`src/rtl/acl_rx_pkg.sv`:
```
package acl_rx_pkg;

   typedef enum logic {
      LK_HUNT  = 1'b0,
      LK_TRACK = 1'b1
   } lock_e;

   function automatic int max_int(input int a, input int b);
      return (a > b) ? a : b;
   endfunction

endpackage

```
`src/rtl/acl_rx_framer.sv`:
```
module acl_rx_framer
   import acl_rx_pkg::*;
#(
   parameter int TAG_W     = 16,
   parameter int SLOT_W    = 20,
   parameter int NUM_SLOTS = 12,
   localparam int SEG_W    = $clog2(NUM_SLOTS + 1),
   localparam int POS_W    = $clog2(max_int(TAG_W, SLOT_W))
) (
   input  logic             clk_i,
   input  logic             rst_ni,
   input  logic             sync_i,
   output logic             take_o,
   output logic [SEG_W-1:0] seg_o,
   output logic [POS_W-1:0] pos_o,
   output logic             frame_err_o
);

   lock_e            st_q, st_d;
   logic             sync_q;
   logic [SEG_W-1:0] seg_q, seg_d;
   logic [POS_W-1:0] pos_q, pos_d;
   logic             err_d;

   logic seg_is_tag, last_in_seg, frame_end, rise, sync_bad;

   assign seg_is_tag  = (seg_q == '0);
   assign last_in_seg = seg_is_tag ? (pos_q == POS_W'(TAG_W - 1))
                                   : (pos_q == POS_W'(SLOT_W - 1));
   assign frame_end   = (seg_q == SEG_W'(NUM_SLOTS)) && last_in_seg;
   assign rise        = sync_i && !sync_q;

   // sync must be high over the tag slot except its last bit, low elsewhere;
   // only the last frame bit may carry the next rising edge
   always_comb begin
      if (seg_is_tag)
         sync_bad = last_in_seg ? sync_i : !sync_i;
      else if (frame_end)
         sync_bad = 1'b0;
      else
         sync_bad = sync_i;
   end

   always_comb begin
      st_d  = st_q;
      seg_d = seg_q;
      pos_d = pos_q;
      err_d = 1'b0;
      unique case (st_q)
         LK_HUNT: begin
            if (rise) begin
               st_d  = LK_TRACK;
               seg_d = '0;
               pos_d = '0;
            end
         end
         LK_TRACK: begin
            if (sync_bad) begin
               st_d  = LK_HUNT;
               err_d = 1'b1;
            end else if (frame_end) begin
               seg_d = '0;
               pos_d = '0;
               if (!rise) st_d = LK_HUNT;
            end else if (last_in_seg) begin
               seg_d = seg_q + SEG_W'(1);
               pos_d = '0;
            end else begin
               pos_d = pos_q + POS_W'(1);
            end
         end
         default: st_d = LK_HUNT;
      endcase
   end

   always_ff @(negedge clk_i or negedge rst_ni) begin
      if (!rst_ni) begin
         st_q        <= LK_HUNT;
         sync_q      <= 1'b1;
         seg_q       <= '0;
         pos_q       <= '0;
         frame_err_o <= 1'b0;
      end else begin
         st_q        <= st_d;
         sync_q      <= sync_i;
         seg_q       <= seg_d;
         pos_q       <= pos_d;
         frame_err_o <= err_d;
      end
   end

   assign take_o = (st_q == LK_TRACK) && !sync_bad;
   assign seg_o  = seg_q;
   assign pos_o  = pos_q;

   AST_SHORT_SYNC_FLAGGED: assert property (@(negedge clk_i) disable iff (!rst_ni)
      (st_q == LK_TRACK && seg_q == '0 && pos_q < POS_W'(TAG_W - 1) && !sync_i) |=> frame_err_o);

   AST_EARLY_RISE_FLAGGED: assert property (@(negedge clk_i) disable iff (!rst_ni)
      (st_q == LK_TRACK && seg_q != '0 && !frame_end && rise) |=> frame_err_o);

   AST_ERR_DROPS_LOCK: assert property (@(negedge clk_i) disable iff (!rst_ni)
      frame_err_o |-> (st_q == LK_HUNT));

endmodule

```
`src/rtl/acl_rx_shift.sv`:
```
module acl_rx_shift #(
   parameter int W = 20
) (
   input  logic         clk_i,
   input  logic         rst_ni,
   input  logic         take_i,
   input  logic         sd_i,
   output logic [W-1:0] word_o
);

   if (W < 2) begin : g_bad_width
      $error("acl_rx_shift: W must be at least 2");
   end

   logic [W-2:0] sh_q;

   // word including the bit sampled on this edge, MSB first
   assign word_o = {sh_q, sd_i};

   always_ff @(negedge clk_i or negedge rst_ni) begin
      if (!rst_ni)     sh_q <= '0;
      else if (take_i) sh_q <= word_o[W-2:0];
   end

endmodule

```
`src/rtl/acl_rx_slots.sv`:
```
module acl_rx_slots
   import acl_rx_pkg::*;
#(
   parameter int TAG_W     = 16,
   parameter int SLOT_W    = 20,
   parameter int NUM_SLOTS = 12,
   parameter bit PAD_CHECK = 1'b1,
   localparam int SEG_W    = $clog2(NUM_SLOTS + 1),
   localparam int POS_W    = $clog2(max_int(TAG_W, SLOT_W)),
   localparam int SH_W     = max_int(TAG_W, SLOT_W)
) (
   input  logic                 clk_i,
   input  logic                 rst_ni,
   input  logic                 take_i,
   input  logic [SEG_W-1:0]     seg_i,
   input  logic [POS_W-1:0]     pos_i,
   input  logic [SH_W-1:0]      word_i,
   output logic [SLOT_W-1:0]    slot_word_o,
   output logic [SEG_W-1:0]     slot_num_o,
   output logic                 slot_stb_o,
   output logic                 frame_stb_o,
   output logic                 frame_vld_o,
   output logic [NUM_SLOTS-1:0] slot_mask_o,
   output logic                 pad_err_o
);

   logic                 vld_q;
   logic [NUM_SLOTS-1:0] mask_q;
   logic                 tag_end, slot_end, frame_end, sel_tag, slot_ok;
   logic [SLOT_W-1:0]    slot_now;

   assign tag_end   = take_i && (seg_i == '0) && (pos_i == POS_W'(TAG_W - 1));
   assign slot_end  = take_i && (seg_i != '0) && (pos_i == POS_W'(SLOT_W - 1));
   assign frame_end = slot_end && (seg_i == SEG_W'(NUM_SLOTS));
   assign slot_now  = word_i[SLOT_W-1:0];

   // tag bit for slot n sits n places below the frame-valid bit
   logic [NUM_SLOTS-1:0] tag_slots;
   for (genvar j = 0; j < NUM_SLOTS; j++) begin : g_tag_map
      assign tag_slots[j] = word_i[TAG_W-2-j];
   end

   always_comb begin
      sel_tag = 1'b0;
      for (int j = 0; j < NUM_SLOTS; j++)
         if (seg_i == SEG_W'(j + 1)) sel_tag = mask_q[j];
   end

   assign slot_ok = vld_q && sel_tag;

   always_ff @(negedge clk_i or negedge rst_ni) begin
      if (!rst_ni) begin
         vld_q  <= 1'b0;
         mask_q <= '0;
      end else if (tag_end) begin
         vld_q  <= word_i[TAG_W-1];
         mask_q <= tag_slots;
      end
   end

   always_ff @(negedge clk_i or negedge rst_ni) begin
      if (!rst_ni) begin
         slot_word_o <= '0;
         slot_num_o  <= '0;
         slot_stb_o  <= 1'b0;
         frame_stb_o <= 1'b0;
      end else begin
         slot_stb_o  <= slot_end && slot_ok;
         frame_stb_o <= frame_end;
         if (slot_end && slot_ok) begin
            slot_word_o <= slot_now;
            slot_num_o  <= seg_i;
         end
      end
   end

   if (PAD_CHECK) begin : g_pad_check
      always_ff @(negedge clk_i or negedge rst_ni) begin
         if (!rst_ni)
            pad_err_o <= 1'b0;
         else if (slot_end && !slot_ok && (slot_now != '0))
            pad_err_o <= 1'b1;
      end

      AST_PAD_STICKY: assert property (@(negedge clk_i) disable iff (!rst_ni)
         pad_err_o |=> pad_err_o);
   end else begin : g_no_pad_check
      assign pad_err_o = 1'b0;
   end

   assign frame_vld_o = vld_q;
   assign slot_mask_o = mask_q;

   AST_STB_SPACED: assert property (@(negedge clk_i) disable iff (!rst_ni)
      slot_stb_o |=> !slot_stb_o);

   AST_STB_GATED: assert property (@(negedge clk_i) disable iff (!rst_ni)
      slot_stb_o |-> frame_vld_o);

   AST_FRAME_STB_PULSE: assert property (@(negedge clk_i) disable iff (!rst_ni)
      frame_stb_o |=> !frame_stb_o);

endmodule

```
`src/rtl/acl_link_frame_rx.sv`:
```
module acl_link_frame_rx
   import acl_rx_pkg::*;
#(
   parameter int TAG_W     = 16,
   parameter int SLOT_W    = 20,
   parameter int NUM_SLOTS = 12,
   parameter bit PAD_CHECK = 1'b1,
   localparam int SEG_W    = $clog2(NUM_SLOTS + 1),
   localparam int POS_W    = $clog2(max_int(TAG_W, SLOT_W)),
   localparam int SH_W     = max_int(TAG_W, SLOT_W)
) (
   input  logic                 bit_clk,
   input  logic                 rst_n,
   input  logic                 sync_i,
   input  logic                 sdata_i,
   output logic [SLOT_W-1:0]    slot_word_o,
   output logic [SEG_W-1:0]     slot_num_o,
   output logic                 slot_stb_o,
   output logic                 frame_stb_o,
   output logic                 frame_vld_o,
   output logic [NUM_SLOTS-1:0] slot_mask_o,
   output logic                 frame_err_o,
   output logic                 pad_err_o
);

   if (NUM_SLOTS < 1 || NUM_SLOTS > TAG_W - 1) begin : g_bad_slots
      $error("acl_link_frame_rx: tag slot too narrow for NUM_SLOTS");
   end
   if (SLOT_W < 2 || TAG_W < 2) begin : g_bad_widths
      $error("acl_link_frame_rx: slot widths must be at least 2");
   end

   logic             take;
   logic [SEG_W-1:0] seg;
   logic [POS_W-1:0] pos;
   logic [SH_W-1:0]  word_now;

   acl_rx_framer #(
      .TAG_W(TAG_W), .SLOT_W(SLOT_W), .NUM_SLOTS(NUM_SLOTS)
   ) u_framer (
      .clk_i       (bit_clk),
      .rst_ni      (rst_n),
      .sync_i      (sync_i),
      .take_o      (take),
      .seg_o       (seg),
      .pos_o       (pos),
      .frame_err_o (frame_err_o)
   );

   acl_rx_shift #(
      .W(SH_W)
   ) u_shift (
      .clk_i  (bit_clk),
      .rst_ni (rst_n),
      .take_i (take),
      .sd_i   (sdata_i),
      .word_o (word_now)
   );

   acl_rx_slots #(
      .TAG_W(TAG_W), .SLOT_W(SLOT_W), .NUM_SLOTS(NUM_SLOTS), .PAD_CHECK(PAD_CHECK)
   ) u_slots (
      .clk_i       (bit_clk),
      .rst_ni      (rst_n),
      .take_i      (take),
      .seg_i       (seg),
      .pos_i       (pos),
      .word_i      (word_now),
      .slot_word_o (slot_word_o),
      .slot_num_o  (slot_num_o),
      .slot_stb_o  (slot_stb_o),
      .frame_stb_o (frame_stb_o),
      .frame_vld_o (frame_vld_o),
      .slot_mask_o (slot_mask_o),
      .pad_err_o   (pad_err_o)
   );

   AST_ERR_NO_STROBE: assert property (@(negedge bit_clk) disable iff (!rst_n)
      frame_err_o |-> (!slot_stb_o && !frame_stb_o));

endmodule

```
`config.mk`:
```
export PLATFORM = sky130hd
export DESIGN_NAME = acl_link_frame_rx
export DESIGN_NICKNAME = d
export VERILOG_FILES = /design/src/rtl/acl_rx_pkg.sv /design/src/rtl/acl_rx_framer.sv /design/src/rtl/acl_rx_shift.sv /design/src/rtl/acl_rx_slots.sv /design/src/rtl/acl_link_frame_rx.sv
export SDC_FILE = /design/constraint.sdc
export NUM_CORES = 1
export LEC_CHECK = 0
export BUFFER_PORTS_ARGS = -buffer_cell sky130_fd_sc_hd__buf_2
export CAP_MARGIN = 40
export CORE_AREA = 2 2 88 90
export CTS_BUF_LIST = sky130_fd_sc_hd__clkbuf_4
export CTS_CLUSTER_DIAMETER = 150
export DETAILED_ROUTE_END_ITERATION = 12
export DIE_AREA = 0 0 90 92
export PLACE_DENSITY = 0.66
export SKIP_CTS_REPAIR_TIMING = 1
export SLEW_MARGIN = 40
export SYNTH_ARGS = -nofsm -noshare
export SYNTH_HDL_FRONTEND = slang
export SYNTH_SLANG_ARGS = --single-unit
```
`constraint.sdc`:
```
create_clock -name bit_clk -period 2.3 [get_ports bit_clk]
set_input_delay 0.575 -clock bit_clk [delete_from_list [all_inputs] [get_ports bit_clk]]
set_output_delay 0.575 -clock bit_clk [all_outputs]
set_load 0.02 [all_outputs]
```
After elaboration in Yosys (flattened, before gate mapping) --
Cells that the tools add are included.
Storage, ports and cells: register bits 71, input port bits 4
Cells by class: add/subtract/negate cells 2, equality and inequality tests 17, multiplexer cells 32, bitwise logic cells 1, reductions and logical operators 21
Operator list (number):
- $mux W1 | 21
- $eq A4 B4 Y1 const B | 5
- $mux W5 | 4
- $reduce_bool A20 Y1 | 1
- $eq A4 B3 Y1 const B | 4
- $mux W4 | 4
- $logic_and A1 B1 Y1 | 12
- $pmux W5 S2 | 1
- $eq A4 B2 Y1 const B | 2
- $pmux W4 S2 | 1
- $add A5 B1 Y5 const B | 1
- $eq A5 B4 Y1 const B | 1
- $eq A5 B5 Y1 const B | 1
- $add A4 B1 Y4 const B | 1
- $eq A4 B1 Y1 const B | 1
- $logic_not A1 Y1 | 4
- $logic_not A4 Y1 | 1
- $reduce_bool A4 Y1 | 1
- $ne A3 B3 Y1 const B | 1
- $reduce_and A3 Y1 | 1
- $ne A2 B1 Y1 const B | 1
- $ne A2 B2 Y1 const B | 1
- $pmux W1 S2 | 1
- $reduce_and A2 Y1 | 1
- $not A1 Y1 | 1

Depth between registers and ports, before layout --
Gate-level depths: netlist of run 1.
depth after elaboration 17, gate-level depth with buffers 9, depth with buffers taken out 7

Cells and area by module --
From an unflattened synthesis of run 1, not the netlist that was laid out.
Unflattened totals: cell total of the unflattened synthesis 246, area, all modules 3369.5 um^2
Modules (own cells, without submodules):
- acl_rx_slots | times used 1, cells each 122, area each 1834.3 um^2, seq. area each 1001.0 um^2
- acl_rx_framer | times used 1, cells each 83, area each 769.5 um^2, seq. area each 301.5 um^2
- acl_rx_shift | times used 1, cells each 41, area each 765.7 um^2, seq. area each 475.5 um^2

==> tab_implementation.tex, run 1 <==
\begin{tabular}{lr}
\hline
Metric & Value \\
\hline
\multicolumn{2}{l}{\textbf{STA}} \\
Setup repair after global routing missed its margin & true \\
\# setup viols final & 108 \\
Worst setup skew after layout & 0.0592 ns \\
Smallest setup slack after layout & -0.517 ns \\
Final Max Slew Viols & 0 \\
Least-Margin Pin Slew & 0.495 ns \\
Tightest slew margin relative to the limit & 66.6\% \\
Setup TNS after final layout & -40.77 ns \\
Final hold violation count & 0 \\
\multicolumn{2}{l}{\textbf{Placed design}} \\
Final RePlAce weighted congestion & 0.854 \\
Detailed placement HPWL & 5330 um \\
Port Buffers & 44 \\
Placed instance area & 4220 um\^{}2 \\
Dpl cells & 438 \\
\multicolumn{2}{l}{\textbf{CTS}} \\
TritonCTS clock tree & done \\
Clock-pin slew of the registers on the worst-case setup and hold paths & 0.08 ns \\
Source-to-sink clock delay at the later pin of the worst-skew pair & 0.45 ns \\
Number of buffers inserted during clock tree synthesis & 9 \\
Clock root buffer & sky130\_fd\_sc\_hd\_\_clkbuf\_4 \\
Maximum buffer depth of the clock tree & 2 \\
Sinks on the clock net & 71 \\
Deepest level of the CTS H-tree & 3 \\
\multicolumn{2}{l}{\textbf{Die}} \\
Initial cell density of the core & 43.0\% \\
Total number of placement rows & 32 \\
Die outline area & 8280 um\^{}2 \\
Boundary pin count & 45 \\
Die height & 92 um \\
Area of the core region & 7450 um\^{}2 \\
Die boundary width & 90 um \\
\multicolumn{2}{l}{\textbf{Finish}} \\
Utilization after layout & 68.0\% \\
Final instance area & 5060 um\^{}2 \\
Number of diodes & 0 \\
\# nets final & 387 \\
Number of standard cells in the layout, taps in and fillers out & 484 \\
Area growth, synth to finish & 58.0\% \\
Fill cell count & 523 \\
Proportion of layout cells with a drive suffix above 1 & 63.1\% \\
\multicolumn{2}{l}{\textbf{Synth}} \\
Average cell area after synthesis & 13.6 um\^{}2 \\
Number of nets produced by synthesis & 245 \\
Synth Cell Area & 3200 um\^{}2 \\
Dominant cells by area after synthesis & sky130\_fd\_sc\_hd\_\_dfrtn\_1 55\%, sky130\_fd\_sc\_hd\_\_mux2\_2 14\%, sky130\_fd\_sc\_hd\_\_mux2\_4 7.0\% \\
Portion of the post-synthesis area used by sequential elements & 55.5\% \\
Cell accounting for the most synthesized area & sky130\_fd\_sc\_hd\_\_dfrtn\_1 \\
Most used DFF post-synth & sky130\_fd\_sc\_hd\_\_dfrtn\_1 \\
Synthesized flop and latch total & 71 \\
Count of different cell masters after synthesis & 46 \\
Gate count after technology mapping & 235 \\
Synth top area share & 54.7\% \\
Count leader, synth & sky130\_fd\_sc\_hd\_\_dfrtn\_1 \\
FFs w/ async S/R, synth & 100\% \\
Number of warnings printed during yosys synthesis & 0 \\
Top post-synthesis cells by count & 70 x sky130\_fd\_sc\_hd\_\_dfrtn\_1, 41 x sky130\_fd\_sc\_hd\_\_mux2\_2, 15 x sky130\_fd\_sc\_hd\_\_mux2\_4 \\
Number of enable flip-flop cells after synthesis & 0 \\
\multicolumn{2}{l}{\textbf{Run status}} \\
Outcome & finished, violations left \\
Violations in the final reports & negative setup slack \\
\multicolumn{2}{l}{\textbf{Run}} \\
Number of max-capacitance violations reported & 0 \\
\multicolumn{2}{l}{\textbf{Route}} \\
Via/cell ratio & 5.16 \\
DRT Pass-1 Iters & 4 \\
Routed Antenna Nets & 0 \\
DRC violation total after the first TritonRoute iteration & 114 \\
Residual DRC & 0 \\
Total vias in the final route & 2498 \\
Drt wl/cell & 17.0 um \\
Wirelength, routed & 8230 um \\
\multicolumn{2}{l}{\textbf{Global routing}} \\
Global-route wire length before repair & 12100 um \\
Number of global-route vias before repair & 2387 \\
Total routing usage reported by global routing & 18.8\% \\
Initial antenna violation count & 0 \\
Congestion Overflow GR & 0 \\
Pin count of the biggest net entering global routing & 19 \\
\multicolumn{2}{l}{\textbf{Setup path}} \\
R2r setup slk & -0.38 ns \\
End of the worst register-to-register path & u\_slots.slot\_word\_o[7] \\
Endpoint kind of the worst setup timing path & register \\
Startpoint class of the critical path & input pin \\
Worst Path Arrival & 1.91 ns \\
Worst Reg-to-Reg Cells & 9 \\
Category of the critical setup timing path & in -> reg \\
Required arrival time at the worst endpoint & 1.39 ns \\
Highest fanout seen on the critical path & 6 \\
Launch instance of the worst register-to-register path & u\_framer.seg\_o[0] \\
\multicolumn{2}{l}{\textbf{Power}} \\
Combinational share of power & 28.6\% \\
Clock group share of total power & 22.7\% \\
Internal power & 2400 uW \\
Net load switching power & 1140 uW \\
Power after layout & 3540 uW \\
Worst supply voltage drop on vdd & 0.562 mV \\
Relative contribution of sequential cells to total power & 48.7\% \\
Sw Share & 32.1\% \\
Power density normalized to cell area & 698 nW/um\^{}2 \\
Static Leakage & 0.00249 uW \\
\multicolumn{2}{l}{\textbf{Min path}} \\
Worst Hold End & u\_slots.pad\_err\_o \\
Worst Hold Depth & 1 \\
Startpoint of the tightest hold check path & u\_slots.pad\_err\_o \\
Hold WC Path Type & reg -> reg \\
\hline
\end{tabular}
worst max-delay path, cell delays in order:
cell and delay [ns]:
sky130_fd_sc_hd__buf_12 0.12, sky130_fd_sc_hd__and3_4 0.17, sky130_fd_sc_hd__or4b_4 0.56, sky130_fd_sc_hd__clkbuf_16 0.20, sky130_fd_sc_hd__mux2_4 0.29
routing by layer:
layer	vias up	global-route usage (%)	part of all wire, %
met5	-	0	0
met1	1265	24.5	43
met2	66	30.2	51
li1	1151	-	-
met3	16	4.60	4.0
met4	0	7.56	2.4
worst max-delay path by stage:
stage	slack, ns	startpoint	endpoint	cells after the start
finish	-0.52	sync_i	u_shift.sh_q[12]	5
detailed placement	-1.10	sync_i	u_shift.sh_q[10]	5
CTS	-0.66	sync_i	u_shift.sh_q[14]	5
floorplan	-0.83	sync_i	u_shift.sh_q[10]	5
global placement	-1.06	sync_i	u_shift.sh_q[9]	5
global route	-0.50	sync_i	u_shift.sh_q[13]	5
power groups by stage:
| stage | logic (uW) | clock network [uW] | registers (uW) |
|---|---|---|---|
| 2_1_floorplan | 628 | 5.44 | 1630 |
| 3_3_place_gp | 840 | 5.44 | 1720 |
| 3_5_place_dp | 868 | 5.44 | 1730 |
| 4_1_cts | 872 | 829 | 1710 |
| 5_1_grt | 1090 | 889 | 1750 |
| 6_report | 1010 | 801 | 1720 |
layout by cell type, fill, tap and decap left out, types with 3 or more instances in the layout:
cell type                    count
sky130_fd_sc_hd__buf_8           3
sky130_fd_sc_hd__ha_1            6
sky130_fd_sc_hd__nor3b_1         4
sky130_fd_sc_hd__inv_1           5
sky130_fd_sc_hd__mux2_2         17
sky130_fd_sc_hd__mux2_4         39
sky130_fd_sc_hd__and3_1          3
sky130_fd_sc_hd__nand2_1         8
sky130_fd_sc_hd__nor2_1          7
sky130_fd_sc_hd__buf_4          72
sky130_fd_sc_hd__buf_6          51
sky130_fd_sc_hd__clkbuf_4        9
sky130_fd_sc_hd__clkbuf_16       3
sky130_fd_sc_hd__dfrtn_1        70
sky130_fd_sc_hd__o21ai_0         3
sky130_fd_sc_hd__clkinvlp_4      3
sky130_fd_sc_hd__nand3_2         3
sky130_fd_sc_hd__buf_12          8
sky130_fd_sc_hd__nor4_1          4
sky130_fd_sc_hd__nor3_1          3
sky130_fd_sc_hd__nand3_1         4
metrics by stage:
stage | setup slack (ns) | hold WS (ns)
after floorplan | -0.831 | 0.425
after global placement | -1.06 | 0.437
after detailed placement | -1.10 | 0.418
after CTS | -0.664 | 0.422
after global routing | -0.499 | 0.459
final | -0.517 | 0.441
cells by family (layout without fill, tap and decap cells):
group,Yosys count,in the layout,share of synthesized area (%)
flip-flops,71,71,55.5
multiplexers,57,57,22.1
adder cells (fa/ha/maj),6,6,2.34
AND/OR/NAND/NOR,56,56,9.92
XOR/XNOR,2,2,0.547
AO/OA/AOI/OAI,29,29,6.37
buffers and inverters,14,161,3.20
layout make-up:
type | count | area [um^2] | share of cell area, %
Sequential cell | 71 | 1780 | 35.1
Multi-Input combinational cell | 150 | 1580 | 31.1
Timing Repair Buffer | 139 | 1410 | 27.7
Tap cell | 102 | 128 | 2.52
Clock inverter | 8 | 75.1 | 1.48
Clock buffer | 9 | 67.6 | 1.33
Inverter | 5 | 35.0 | 0.692
flip-flops by register name, summed over array words and instances (netlist names):
name	cells
u_shift.sh_q	19
u_framer.st_q	1
u_framer.pos_o	5
u_framer.frame_err_o	1
u_slots.pad_err_o	1
u_slots.slot_stb_o	1
u_framer.seg_o	4
u_slots.slot_word_o	20
u_slots.frame_stb_o	1
u_slots.slot_mask_o	12
u_slots.slot_num_o	4
u_slots.frame_vld_o	1
u_framer.sync_q	1
(Power assumes the default switching activity.)
==> inputs of run 2 (changes only) <==
--- a/config.mk
+++ b/config.mk
@@ -13,6 +13,7 @@
 export DETAILED_ROUTE_END_ITERATION = 12
 export DIE_AREA = 0 0 90 92
 export PLACE_DENSITY = 0.66
+export RECOVER_POWER = 50
 export SKIP_CTS_REPAIR_TIMING = 1
 export SLEW_MARGIN = 40
 export SYNTH_ARGS = -nofsm -noshare
==> run 2 against run 1 <==
  * Non-clock buffer count did not move
  * Wire length up 0.17%
  * The run still ends with negative setup slack left
  * Via count hardly changed
  * Sequential cell count unchanged
  * Clock power about the same
  * Combinational power is essentially flat
  * First-iteration DRC count is 0.88% higher
  * Final cell count unchanged
  * Critical path type unchanged
  * Largest cell class unchanged
  * Global-route usage stayed put
==> tab_implementation.tex, run 2 (synthesis results as in run 1) <==
\begin{tabular}{lr}
\hline
Metric & Value \\
\hline
\multicolumn{2}{l}{\textbf{Route}} \\
Wirelength, routed & 8240 um (+0.17\%) \\
DRT Pass-1 Iters & 4 (unchanged) \\
Via/cell ratio & 5.16 (about the same) \\
Drt wl/cell & 17.0 um (+0.17\%) \\
DRC violation total after the first TritonRoute iteration & 115 (+0.88\%) \\
Total vias in the final route & 2499 (+0.040\%) \\
Residual DRC & 0 (unchanged) \\
Routed Antenna Nets & 0 (unchanged) \\
\multicolumn{2}{l}{\textbf{Global routing}} \\
Pin count of the biggest net entering global routing & 19 (unchanged) \\
Number of global-route vias before repair & 2387 (unchanged) \\
Initial antenna violation count & 0 (unchanged) \\
Total routing usage reported by global routing & 18.8\% (unchanged) \\
Congestion Overflow GR & 0 (unchanged) \\
Global-route wire length before repair & 12100 um (unchanged) \\
\multicolumn{2}{l}{\textbf{STA}} \\
Worst setup skew after layout & 0.0590 ns (-0.000162 ns) \\
Setup TNS after final layout & -40.79 ns (-0.0186 ns) \\
Final hold violation count & 0 (unchanged) \\
Setup repair after global routing missed its margin & true \\
\# setup viols final & 109 (+0.93\%) \\
Tightest slew margin relative to the limit & 51.6\% (-15 points) \\
Final Max Slew Viols & 0 (unchanged) \\
Smallest setup slack after layout & -0.516 ns (+0.000821 ns) \\
Least-Margin Pin Slew & 0.726 ns (+0.231 ns) \\
\multicolumn{2}{l}{\textbf{Placed design}} \\
Placed instance area & 4220 um\^{}2 (unchanged) \\
Port Buffers & 44 (unchanged) \\
Final RePlAce weighted congestion & 0.854 (unchanged) \\
Dpl cells & 438 (unchanged) \\
Detailed placement HPWL & 5330 um (unchanged) \\
\multicolumn{2}{l}{\textbf{CTS}} \\
Clock-pin slew of the registers on the worst-case setup and hold paths & 0.08 ns (about the same) \\
Source-to-sink clock delay at the later pin of the worst-skew pair & 0.44 ns (about the same) \\
Deepest level of the CTS H-tree & 3 (unchanged) \\
Clock root buffer & sky130\_fd\_sc\_hd\_\_clkbuf\_4 \\
TritonCTS clock tree & done \\
Maximum buffer depth of the clock tree & 2 (unchanged) \\
Sinks on the clock net & 71 (unchanged) \\
Number of buffers inserted during clock tree synthesis & 9 (unchanged) \\
\multicolumn{2}{l}{\textbf{Finish}} \\
Most common library cell in the layout ignoring fill and taps & sky130\_fd\_sc\_hd\_\_buf\_4 \\
Proportion of layout cells with a drive suffix above 1 & 62.3\% (-0.79 points) \\
Final instance area & 5020 um\^{}2 (-0.84\%) \\
Top register by number of flip-flops & u\_slots.slot\_word\_o \\
Most used cells in the layout excluding fill and tap cells & 71 x sky130\_fd\_sc\_hd\_\_buf\_4, 70 x sky130\_fd\_sc\_hd\_\_dfrtn\_1, 51 x sky130\_fd\_sc\_hd\_\_buf\_6 \\
Utilization after layout & 67.4\% (-0.57 points) \\
Area growth, synth to finish & 56.7\% \\
Number of diodes & 0 (unchanged) \\
Fill cell count & 529 (+1.1\%) \\
Largest register FFs & 20 (unchanged) \\
\# nets final & 387 (unchanged) \\
Number of standard cells in the layout, taps in and fillers out & 484 (unchanged) \\
\multicolumn{2}{l}{\textbf{Setup path}} \\
Buffers and inverters on the worst path & 2 (unchanged) \\
Worst Path Arrival & 1.91 ns (about the same) \\
Highest fanout seen on the critical path & 6 (unchanged) \\
R2r setup slk & -0.38 ns (about the same) \\
Slowest stage delay, CP & 0.56 ns (about the same) \\
Cell family with the largest share of critical-path delay & simple AND/OR/NAND/NOR gates \\
Crit path max-delay cell type & sky130\_fd\_sc\_hd\_\_or4b\_4 \\
Required arrival time at the worst endpoint & 1.39 ns (about the same) \\
Category of the critical setup timing path & in -> reg \\
Endpoint kind of the worst setup timing path & register \\
Cell chain of the critical path & buf\_12, and3\_4, or4b\_4, clkbuf\_16, mux2\_4 \\
Startpoint class of the critical path & input pin \\
\multicolumn{2}{l}{\textbf{Run status}} \\
Outcome & finished, violations left \\
Violations in the final reports & negative setup slack \\
\multicolumn{2}{l}{\textbf{Die}} \\
Initial cell density of the core & 43.0\% (unchanged) \\
Boundary pin count & 45 (unchanged) \\
Die height & 92 um (unchanged) \\
Area of the core region & 7450 um\^{}2 (unchanged) \\
Total number of placement rows & 32 (unchanged) \\
Die boundary width & 90 um (unchanged) \\
Die outline area & 8280 um\^{}2 (unchanged) \\
\multicolumn{2}{l}{\textbf{Power}} \\
Power density normalized to cell area & 702 nW/um\^{}2 (+0.58\%) \\
Static Leakage & 0.00248 uW (-0.53\%) \\
Worst supply voltage drop on vdd & 0.563 mV (+0.26\%) \\
Power after layout & 3530 uW (-0.27\%) \\
\multicolumn{2}{l}{\textbf{Run}} \\
Number of max-capacitance violations reported & 0 (unchanged) \\
\multicolumn{2}{l}{\textbf{Min path}} \\
Hold WC Path Type & reg -> reg \\
\hline
\end{tabular}
## run 2: cell count changes in the layout (fill, tap and decap cells not counted), sizes merged
cell / change
clkbuf: +4
buf: -5
dlymetal6s2s: +1
## run 2: per-stage QoR
stage	hold slack, ns	setup WS (ns)
3_5_place_dp	0.418	-1.10
3_3_place_gp	0.437	-1.06
5_1_grt	0.459	-0.499
6_report	0.441	-0.516
4_1_cts	0.422	-0.664
2_1_floorplan	0.425	-0.831
## run 2: layout make-up
class / count / area [um^2] / share of cell area [%]
Clock buffer: 9 / 67.6 / 1.35
Clock inverter: 8 / 75.1 / 1.50
Inverter: 5 / 35.0 / 0.698
Multi-Input combinational cell: 150 / 1580 / 31.4
Sequential cell: 71 / 1780 / 35.4
Tap cell: 102 / 128 / 2.54
Timing Repair Buffer: 139 / 1360 / 27.1
## run 2: routing by layer
metal / global-route usage (%) / vias up / part of all wire (%)
met2: 30.2 / 66 / 51
met3: 4.60 / 14 / 4.1
met5: 0 / - / 0
li1: - / 1155 / -
met4: 7.56 / 0 / 2.2
met1: 24.5 / 1264 / 43
## run 2: where the power goes
group / total, uW / internal (uW) / switching [uW]
clock: 801 / 332 / 468
sequential: 1720 / 1450 / 277
combinational: 1000 / 613 / 391
total: 3530 / 2390 / 1140
## run 2: worst paths after layout
path / cells past startpoint / from / to
hold reg to reg: 1 / u_slots.pad_err_o / u_slots.pad_err_o
setup / recovery: 5 / sync_i / u_shift.sh_q[12]
max in group asynchronous: 2 / rst_n / u_slots.slot_word_o[3]
hold / removal: 1 / u_slots.pad_err_o / u_slots.pad_err_o
setup reg to reg: 9 / u_framer.seg_o[0] / u_slots.slot_word_o[7]
min in group asynchronous: 1 / rst_n / u_slots.slot_word_o[9]
==> inputs of run 3 (changes only) <==
--- a/config.mk
+++ b/config.mk
@@ -12,7 +12,7 @@
 export CTS_CLUSTER_DIAMETER = 150
 export DETAILED_ROUTE_END_ITERATION = 12
 export DIE_AREA = 0 0 90 92
-export PLACE_DENSITY = 0.66
+export PLACE_DENSITY = 0.64
 export RECOVER_POWER = 50
 export SKIP_CTS_REPAIR_TIMING = 1
 export SLEW_MARGIN = 40
==> run 3 against run 2 <==
  * The run still ends with negative setup slack left
  * Clock power grew 15%
  * Critical endpoint is now u_shift.sh_q[18]
  * Final cell count down 2.9%
  * Combinational power hardly changed
  * Largest cell class unchanged
  * Worst hold slack improved by 0.020 ns
==> tab_implementation.tex, run 3 (synthesis results as in run 1) <==
\begin{tabular}{lr}
\hline
Metric & Value \\
\hline
\multicolumn{2}{l}{\textbf{Die}} \\
Boundary pin count & 45 (unchanged) \\
Initial cell density of the core & 43.0\% (unchanged) \\
Die boundary width & 90 um (unchanged) \\
Total number of placement rows & 32 (unchanged) \\
Area of the core region & 7450 um\^{}2 (unchanged) \\
Die height & 92 um (unchanged) \\
Die outline area & 8280 um\^{}2 (unchanged) \\
\multicolumn{2}{l}{\textbf{CTS}} \\
Maximum buffer depth of the clock tree & 2 (unchanged) \\
Clock root buffer & sky130\_fd\_sc\_hd\_\_clkbuf\_4 \\
Number of buffers inserted during clock tree synthesis & 9 (unchanged) \\
TritonCTS clock tree & done \\
Sinks on the clock net & 71 (unchanged) \\
Source-to-sink clock delay at the later pin of the worst-skew pair & 0.45 ns (about the same) \\
Deepest level of the CTS H-tree & 3 (unchanged) \\
Clock-pin slew of the registers on the worst-case setup and hold paths & 0.08 ns (about the same) \\
\multicolumn{2}{l}{\textbf{Finish}} \\
Proportion of layout cells with a drive suffix above 1 & 63.0\% (+0.74 points) \\
Combined area of the multi-input logic cells & 1600 um\^{}2 (+1.4\%) \\
Top register by number of flip-flops & u\_slots.slot\_word\_o \\
Utilization after layout & 65.8\% (-1.6 points) \\
\# nets final & 373 (-3.6\%) \\
Area growth, synth to finish & 52.9\% \\
Sequential cell area in the final layout & 1780 um\^{}2 (unchanged) \\
Number of diodes & 0 (unchanged) \\
Largest register FFs & 20 (unchanged) \\
Most used cells in the layout excluding fill and tap cells & 71 x sky130\_fd\_sc\_hd\_\_buf\_4, 70 x sky130\_fd\_sc\_hd\_\_dfrtn\_1, 42 x sky130\_fd\_sc\_hd\_\_buf\_6 \\
Most common library cell in the layout ignoring fill and taps & sky130\_fd\_sc\_hd\_\_buf\_4 \\
Fill cell count & 557 (+5.3\%) \\
\multicolumn{2}{l}{\textbf{STA}} \\
\# setup viols final & 106 (-2.8\%) \\
Setup repair after global routing missed its margin & true \\
Worst setup skew after layout & 0.0690 ns (+0.0100 ns) \\
Final Max Slew Viols & 0 (unchanged) \\
Tightest slew margin relative to the limit & 47.3\% (-4.2 points) \\
Final hold violation count & 0 (unchanged) \\
Smallest setup slack after layout & -0.519 ns (-0.00241 ns) \\
Least-Margin Pin Slew & 0.790 ns (+0.0636 ns) \\
\multicolumn{2}{l}{\textbf{Global routing}} \\
GR Layer Usage met2 & 28.0\% (-2.2 points) \\
Congestion Overflow GR & 0 (unchanged) \\
Number of global-route vias before repair & 2305 (-3.4\%) \\
Global Route met3 Usage & 5.83\% (+1.2 points) \\
Global-route wire length before repair & 11800 um (-2.3\%) \\
Routing layer with the top usage in global route & met2 \\
Pin count of the biggest net entering global routing & 31 (+12) \\
Initial antenna violation count & 0 (unchanged) \\
Total routing usage reported by global routing & 18.3\% (-0.47 points) \\
GR met1 Demand/Resource & 25.0\% (+0.57 points) \\
\multicolumn{2}{l}{\textbf{Min path}} \\
Hold WC Path Type & reg -> reg \\
\multicolumn{2}{l}{\textbf{Placed design}} \\
Detailed placement HPWL & 5040 um (-5.4\%) \\
Port Buffers & 44 (unchanged) \\
Placement-stage worst setup slack & -1.10 ns (-0.00598 ns) \\
Final RePlAce weighted congestion & 0.791 (-7.4\%) \\
\multicolumn{2}{l}{\textbf{Run}} \\
Number of max-capacitance violations reported & 0 (unchanged) \\
\multicolumn{2}{l}{\textbf{Run status}} \\
Outcome & finished, violations left \\
Violations in the final reports & negative setup slack \\
\multicolumn{2}{l}{\textbf{Setup path}} \\
R2r setup slk & -0.17 ns (+0.21 ns) \\
Endpoint kind of the worst setup timing path & register \\
Highest fanout seen on the critical path & 6 (unchanged) \\
Worst Path Arrival & 1.91 ns (about the same) \\
Category of the critical setup timing path & in -> reg \\
Required arrival time at the worst endpoint & 1.39 ns (about the same) \\
Startpoint class of the critical path & input pin \\
\multicolumn{2}{l}{\textbf{Route}} \\
DRT Pass-1 Iters & 4 (unchanged) \\
Drt wl/cell & 16.1 um (-5.2\%) \\
Routed Antenna Nets & 0 (unchanged) \\
Via/cell ratio & 5.09 (-1.5\%) \\
Wirelength, routed & 7590 um (-7.9\%) \\
Total vias in the final route & 2390 (-4.4\%) \\
DRC violation total after the first TritonRoute iteration & 94 (-18\%) \\
Residual DRC & 0 (unchanged) \\
\multicolumn{2}{l}{\textbf{Power}} \\
Static Leakage & 0.00238 uW (-3.9\%) \\
Worst supply voltage drop on vdd & 0.531 mV (-5.7\%) \\
Power density normalized to cell area & 736 nW/um\^{}2 (+4.8\%) \\
\hline
\end{tabular}
## run 3: per-stage QoR
step	hold WS, ns	power [uW]	TNS (ns)	cell area, um^2	instances
3_3_place_gp	0.443	2530	-60.07	4140	429
2_1_floorplan	0.425	2260	-37.08	3400	235
4_1_cts	0.442	3480	-49.05	4310	445
5_1_grt	0.485	3800	-43.56	4900	470
6_report	0.461	3610	-40.97	4900	470
3_5_place_dp	0.439	2560	-61.52	4140	429
## run 3: metal layers
metal | share of wire [%] | routed length (um) | up-vias
met5 | 0 | 0 | -
met4 | 0.69 | 52 | 0
met3 | 3.3 | 250 | 6
met2 | 52 | 3910 | 43
met1 | 44 | 3380 | 1213
li1 | - | - | 1128
## run 3: path summary, 6_finish.rpt
check                                       start                      end  cells past startpoint
worst max register to register  u_framer.seg_o[1]  u_slots.slot_word_o[10]                      8
max in group asynchronous                   rst_n         u_shift.sh_q[13]                      3
min in group asynchronous                   rst_n  u_slots.slot_word_o[19]                      2
worst max-delay path                       sync_i         u_shift.sh_q[18]                      5
worst min register to register  u_slots.pad_err_o        u_slots.pad_err_o                      1
worst min-delay path            u_slots.pad_err_o        u_slots.pad_err_o                      1
## run 3: report_power, final
| part | switching, uW | leakage, uW | total (uW) | internal (uW) |
|---|---|---|---|---|
| Sequential | 265 | 0.000959 | 1710 | 1450 |
| Clock | 474 | 0.0000855 | 918 | 444 |
| Combinational | 380 | 0.00134 | 977 | 597 |
| Total | 1120 | 0.00238 | 3610 | 2490 |
## run 3: layout make-up
cell class / instances / share of cell area (%)
sequential: 71 / 36.3
multi-input combinational: 150 / 32.6
timing repair buffer: 125 / 24.4
tap: 102 / 2.60
clock inverter: 8 / 2.04
clock buffer: 9 / 1.38
inverter: 5 / 0.715
## run 3: critical path: stages
cell                        delay [ns]
sky130_fd_sc_hd__buf_12           0.12
sky130_fd_sc_hd__and3_4           0.17
sky130_fd_sc_hd__or4b_4           0.56
sky130_fd_sc_hd__clkbuf_16        0.20
sky130_fd_sc_hd__mux2_4           0.29
